$ cat src/rtl/crc16_pkg.sv
package crc16_pkg;
    localparam int          CRC_W    = 16;
    // Low coefficients of x^16 + x^15 + x^2 + 1 (x^16 implied)
    localparam logic [15:0] CRC_POLY = 16'h8005;

    typedef enum logic [0:0] {
        ST_EMPTY = 1'b0,
        ST_ACCUM = 1'b1
    } crc_state_e;
endpackage

$ cat src/rtl/crc16_ctrl.sv
module crc16_ctrl
    import crc16_pkg::*;
(
    input  logic       clk,
    input  logic       rst_n,
    input  logic       clear,
    input  logic       bit_valid,
    input  logic       bit_in,
    output logic       shift_en,
    output logic       clr_en,
    output crc_state_e state
);
    crc_state_e state_nxt;

    // Next-state logic
    always_comb begin
        state_nxt = state;
        unique case (state)
            ST_EMPTY: begin
                if (!clear && bit_valid && bit_in) state_nxt = ST_ACCUM;
            end
            ST_ACCUM: begin
                if (clear) state_nxt = ST_EMPTY;
            end
        endcase
    end

    // State register
    always_ff @(posedge clk) begin
        if (!rst_n) state <= ST_EMPTY;
        else        state <= state_nxt;
    end

    // Outputs: clear wins over a data bit offered in the same cycle
    always_comb begin
        clr_en   = clear;
        shift_en = bit_valid && !clear;
    end

    p_accum_needs_one_r9: assert property (@(posedge clk) disable iff (!rst_n)
        (state == ST_EMPTY && shift_en && !bit_in) |=> (state == ST_EMPTY));
endmodule

$ cat src/rtl/crc16_shreg.sv
module crc16_shreg #(
    parameter int             W    = 16,
    parameter logic [W-1:0]   POLY = 16'h8005
) (
    input  logic         clk,
    input  logic         rst_n,
    input  logic         clr,
    input  logic         shift,
    input  logic         din,
    output logic [W-1:0] q
);
    localparam int TOP = W - 1;

    logic [W-1:0] nxt;
    logic         fb;

    assign fb = q[TOP];

    for (genvar i = 0; i < W; i++) begin : g_stage
        if (i == 0) begin : g_lsb
            assign nxt[i] = din ^ fb;
        end else if (POLY[i]) begin : g_tap
            assign nxt[i] = q[i-1] ^ fb;
        end else begin : g_pass
            assign nxt[i] = q[i-1];
        end
    end

    always_ff @(posedge clk) begin
        if (!rst_n)     q <= '0;
        else if (clr)   q <= '0;
        else if (shift) q <= nxt;
    end

    // Stages without a tap copy their lower neighbour
    p_pass_r4: assert property (@(posedge clk) disable iff (!rst_n)
        (shift && !clr && !q[TOP]) |=> (q[TOP:1] == $past(q[TOP-1:0])));
endmodule

$ cat src/rtl/crc16_serial.sv
module crc16_serial
    import crc16_pkg::*;
#(
    parameter int               WIDTH = CRC_W,
    parameter logic [WIDTH-1:0] POLY  = CRC_POLY
) (
    input  logic             clk,
    input  logic             rst_n,
    input  logic             clear,
    input  logic             bit_valid,
    input  logic             bit_in,
    output logic [WIDTH-1:0] remainder,
    output logic             rem_zero
);
    localparam int MSB = WIDTH - 1;

    logic       shift_en;
    logic       clr_en;
    crc_state_e state;

    crc16_ctrl u_ctrl (
        .clk       (clk),
        .rst_n     (rst_n),
        .clear     (clear),
        .bit_valid (bit_valid),
        .bit_in    (bit_in),
        .shift_en  (shift_en),
        .clr_en    (clr_en),
        .state     (state)
    );

    crc16_shreg #(.W(WIDTH), .POLY(POLY)) u_shreg (
        .clk   (clk),
        .rst_n (rst_n),
        .clr   (clr_en),
        .shift (shift_en),
        .din   (bit_in),
        .q     (remainder)
    );

    assign rem_zero = ~|remainder;

    p_clear_r2: assert property (@(posedge clk) disable iff (!rst_n)
        clear |=> (remainder == '0));

    p_hold_r3: assert property (@(posedge clk) disable iff (!rst_n)
        (!clear && !bit_valid) |=> $stable(remainder));

    p_lsb_in_r4: assert property (@(posedge clk) disable iff (!rst_n)
        (bit_valid && !clear) |=> (remainder[0] == ($past(bit_in) ^ $past(remainder[MSB]))));

    p_empty_zero_r9: assert property (@(posedge clk) disable iff (!rst_n)
        (state == ST_EMPTY) |-> rem_zero);
endmodule

$ cat config.mk
export PLATFORM = sky130hd
export DESIGN_NAME = crc16_serial
export DESIGN_NICKNAME = d
export VERILOG_FILES = /design/src/rtl/crc16_pkg.sv /design/src/rtl/crc16_ctrl.sv /design/src/rtl/crc16_shreg.sv /design/src/rtl/crc16_serial.sv
export SDC_FILE = /design/constraint.sdc
export NUM_CORES = 1
export LEC_CHECK = 0
export CAP_MARGIN = 0
export CORE_MARGIN = 10
export CORE_UTILIZATION = 40
export CTS_CLUSTER_DIAMETER = 60
export DETAILED_ROUTE_END_ITERATION = 8
export PLACE_DENSITY = 0.72
export SLEW_MARGIN = 20
export SYNTH_ARGS = -nofsm -noshare
export SYNTH_HDL_FRONTEND = slang
export SYNTH_SLANG_ARGS = --single-unit
$ cat constraint.sdc
create_clock -name clk -period 1 [get_ports clk]
set_input_delay 0.25 -clock clk [delete_from_list [all_inputs] [get_ports clk]]
set_output_delay 0.25 -clock clk [all_outputs]
set_load 0.01 [all_outputs]
==> flow_summary.toml <==
[status]
status = "finished with violations"
failing_checks = "setup timing"

[logic_synthesis]
yosysUniqueCellTypes = 17
synth.avg_cell_area_um2 = 10.19
post_synth_instance_area_um2 = 774.5
synth.area.top_cells = "sky130_fd_sc_hd__dfxtp_1 (41%), sky130_fd_sc_hd__mux2i_1 (18%), sky130_fd_sc_hd__buf_4 (13%)"
synth.yosys.seq_area_share_pct = 41.36
post_synth_most_frequent_cells = "sky130_fd_sc_hd__dfxtp_1 (16), sky130_fd_sc_hd__mux2i_1 (14), sky130_fd_sc_hd__nor2_1 (14)"
synthDominantAreaCellType = "sky130_fd_sc_hd__dfxtp_1"
yosys_warnings = 0
syn-num-nets = 82
asyncSetResetFlopFracSynth_pct = 0
synth.ff_latch_count = 16
synthMostInstantiatedCell = "sky130_fd_sc_hd__dfxtp_1"
postSynth.topFlopCell = "sky130_fd_sc_hd__dfxtp_1"
synth.top_cell.area_share_pct = 41.36
post_synth_edffs = 0
post_synth_inst_count = 76

[floorplan]
std_cell_rows = 15
die_area_mm2 = 0.004096
starting_density_pct = 43.44
die_y_um = 64
die_w_um = 64
ios = 22
floorplan.core_area_mm2 = 0.001783

[pwr]
p_leak_nw = 0.6172
sequential_group_share_of_total_power_pct = 56.1
power.clock.fraction_pct = 31.5
pwr_density_cell_mw_per_mm2 = 853.3
switching_power_mw = 0.2628
power.total_mw = 1.136
power.combinational.fraction_pct = 12.3
p_int_mw = 0.8732
vdd_drop_max_mv = 0.8159
power_switching_share_pct = 23.14

[placement]
dp.cells = 124
buffer_ports.inserted = 21
preCtsSetupSlack_ns = -0.6441
place_congestion = 0.7302
hpwlAfterDp_mm = 1.302

[critical_path]
critical-path-slowest-cell = "sky130_fd_sc_hd__dfxtp_2"
critical_path_peak_fanout = 2
timing.reg2reg.worst_path_depth = 5
worst_path_cell_chain = "inv_2 > ha_4 > nor4b_4 > and4_1 > buf_2"
critPathTopFamily = "simple AND/OR/NAND/NOR gates"
endpoint = "rem_zero"
timing.critical_path.depth = 5
reg2reg_setup_slack_ns = -0.13
timing.rr.end = "u_shreg.q[0]"
timing.critical_path.arrival_ns = 1.31
crit_start = "u_shreg.q[14]"
rr_startpoint = "u_shreg.q[15]"
worst_setup_path_start_kind = "flip-flop"
timing.critical_path.to_type = "primary output"
timing.critical_path.required_ns = 0.75
critPathMaxStageDelay_ns = 0.34
path_buf_inv = 2
worst-setup-path-type = "flip-flop to primary output"

[cells_and_area]
drive_above_1_share_pct = 64.96
largest_register = "u_shreg.q"
syn_to_final_growth_pct = 71.89
diodes = 0
top_regs = "u_shreg.q (16)"
instances_no_fill = 142
nets = 124
largest_reg_flops = 16

[clock_network]
tritoncts = "yes"
h_tree_lvl_count = 1
holdBufCountCts = 0
cts_sinks = 16
clkSlewWorstSetupHoldPaths_ns = 0.09
insertion_delay_ns = 0.28
clockBufferDepth = 2
cts.root.buffer_cell = "sky130_fd_sc_hd__clkbuf_4"
cts_inserted_buffers = 3

[sta]
fin_hold_ws_ns = 0.5890
max_clock_freq_mhz = 641.6
timing_worst_slew_pin_value_ns = 0.2564
fin_crit_ns = 1.559
hold_viol = 0
timing.setup.tns_ns = -2.979
slack_of_the_critical_path_ns = -0.5585
unrepaired_setup_endpoints_after_global_routing = "yes"
fin_crit_sh_pct = 155.9
slew_violations = 0
final.setup_skew_ns = 0.003796
timing.slew.headroom_pct = 82.75
setup_viol = 20

[route]
post_drt_via_cell_ratio = 4.634
detailroute.via_count = 658
antenna_violating_nets_post_route = 0
initialDrtViolationCount = 5
wire_per_inst_um = 15.55
detail_route.first_pass.iterations = 4
drt_wl_total_mm = 2.208
drcViolationCount = 0

[grt]
groute.usage.overall_pct = 10.27
maximum_number_of_pins_on_one_net_before_global_route_repair = 10
grt_pass1_wl_mm = 3.325
grt_remaining_overflow = 0
number_of_antenna_violations_at_the_first_check_in_global_routing = 0
first_global_vias = 694

[min_path]
holdCritPathClass = "input port to flip-flop"

[flow_run]
maxCapViolCount = 0
cell type report:
class	instances	area, um^2
well taps	25	31.28
repair buffers	54	574.3
inverters	2	7.507
flip-flops and latches	16	344.1
multi-input cells	41	347.8
clock buffers	4	26.28
fillers	130	451.7
power groups by stage:
stage	logic [mW]	registers, mW	clock network (mW)
finish	0.140	0.638	0.358
detailed placement	0.112	0.654	0
global route	0.148	0.638	0.403
global placement	0.111	0.655	0
CTS	0.133	0.640	0.346
floorplan	0.0743	0.656	0
worst min-delay path by stage:
stage | from | cells past startpoint | end
floorplan | bit_in | 2 | u_shreg.q[0]
global placement | u_shreg.q[7] | 3 | u_shreg.q[7]
detailed placement | u_shreg.q[7] | 3 | u_shreg.q[7]
CTS | bit_valid | 4 | u_shreg.q[11]
global route | bit_valid | 4 | u_shreg.q[10]
finish | bit_valid | 4 | u_shreg.q[11]
worst reg2reg max path, cell delays in order, from the launching register on:
cell	delay, ns
sky130_fd_sc_hd__dfxtp_4	0.36
sky130_fd_sc_hd__buf_4	0.13
sky130_fd_sc_hd__buf_6	0.12
sky130_fd_sc_hd__buf_6	0.13
sky130_fd_sc_hd__xnor2_1	0.13
sky130_fd_sc_hd__a211oi_2	0.19
kinds of logic (layout without fill, tap and decap cells):
kind of cell	count (synthesis)	after routing	share of synthesized area, %
AO/OA/AOI/OAI	2	2	3.231
XOR/XNOR	2	2	2.262
adder cells (fa/ha/maj)	1	1	1.615
buffers and inverters	19	60	19.71
flip-flops	16	16	41.36
multiplexers	14	14	18.09
AND/OR/NAND/NOR	22	22	13.73
through the flow:
step / util (%) / area (um^2)
floorplan: - / 785.8
global placement: 58.18 / 1037
detailed placement: 58.18 / 1037
CTS: 70.67 / 1260
global route: 74.67 / 1331
finish: 74.67 / 1331
layer usage:
| layer | GRT usage (%) | up-vias | wire (um) | share of wire, % |
|---|---|---|---|---|
| li1 | - | 322 | - | - |
| met1 | 9.901 | 316 | 888 | 40 |
| met2 | 18.53 | 18 | 1124 | 51 |
| met3 | 5.226 | 2 | 182 | 8.2 |
| met4 | 3.279 | 0 | 11 | 0.50 |
| met5 | 0 | - | 0 | 0 |
repair_timing:
action	CTS	global route
gates resized for setup	113	12
buffers inserted	9	9
setup endpoints to repair	30	22
cloned	1	0
pin swaps	2	2
placed cells by master (no fill, tap or decap):
cell / n
sky130_fd_sc_hd__a211oi_2: 2
sky130_fd_sc_hd__and4_1: 1
sky130_fd_sc_hd__buf_12: 1
sky130_fd_sc_hd__buf_2: 1
sky130_fd_sc_hd__buf_4: 13
sky130_fd_sc_hd__buf_6: 33
sky130_fd_sc_hd__bufbuf_16: 1
sky130_fd_sc_hd__clkbuf_1: 1
sky130_fd_sc_hd__clkbuf_4: 3
sky130_fd_sc_hd__clkdlybuf4s50_1: 3
sky130_fd_sc_hd__dfxtp_1: 1
sky130_fd_sc_hd__dfxtp_2: 13
sky130_fd_sc_hd__dfxtp_4: 2
sky130_fd_sc_hd__dlygate4sd2_1: 2
sky130_fd_sc_hd__ha_4: 1
sky130_fd_sc_hd__inv_2: 2
sky130_fd_sc_hd__mux2i_1: 14
sky130_fd_sc_hd__nand2b_1: 1
sky130_fd_sc_hd__nor2_1: 14
sky130_fd_sc_hd__nor2_2: 2
sky130_fd_sc_hd__nor3_1: 1
sky130_fd_sc_hd__nor4_1: 2
sky130_fd_sc_hd__nor4b_4: 1
sky130_fd_sc_hd__xnor2_1: 1
sky130_fd_sc_hd__xnor2_4: 1
(Power assumes the default switching activity.)
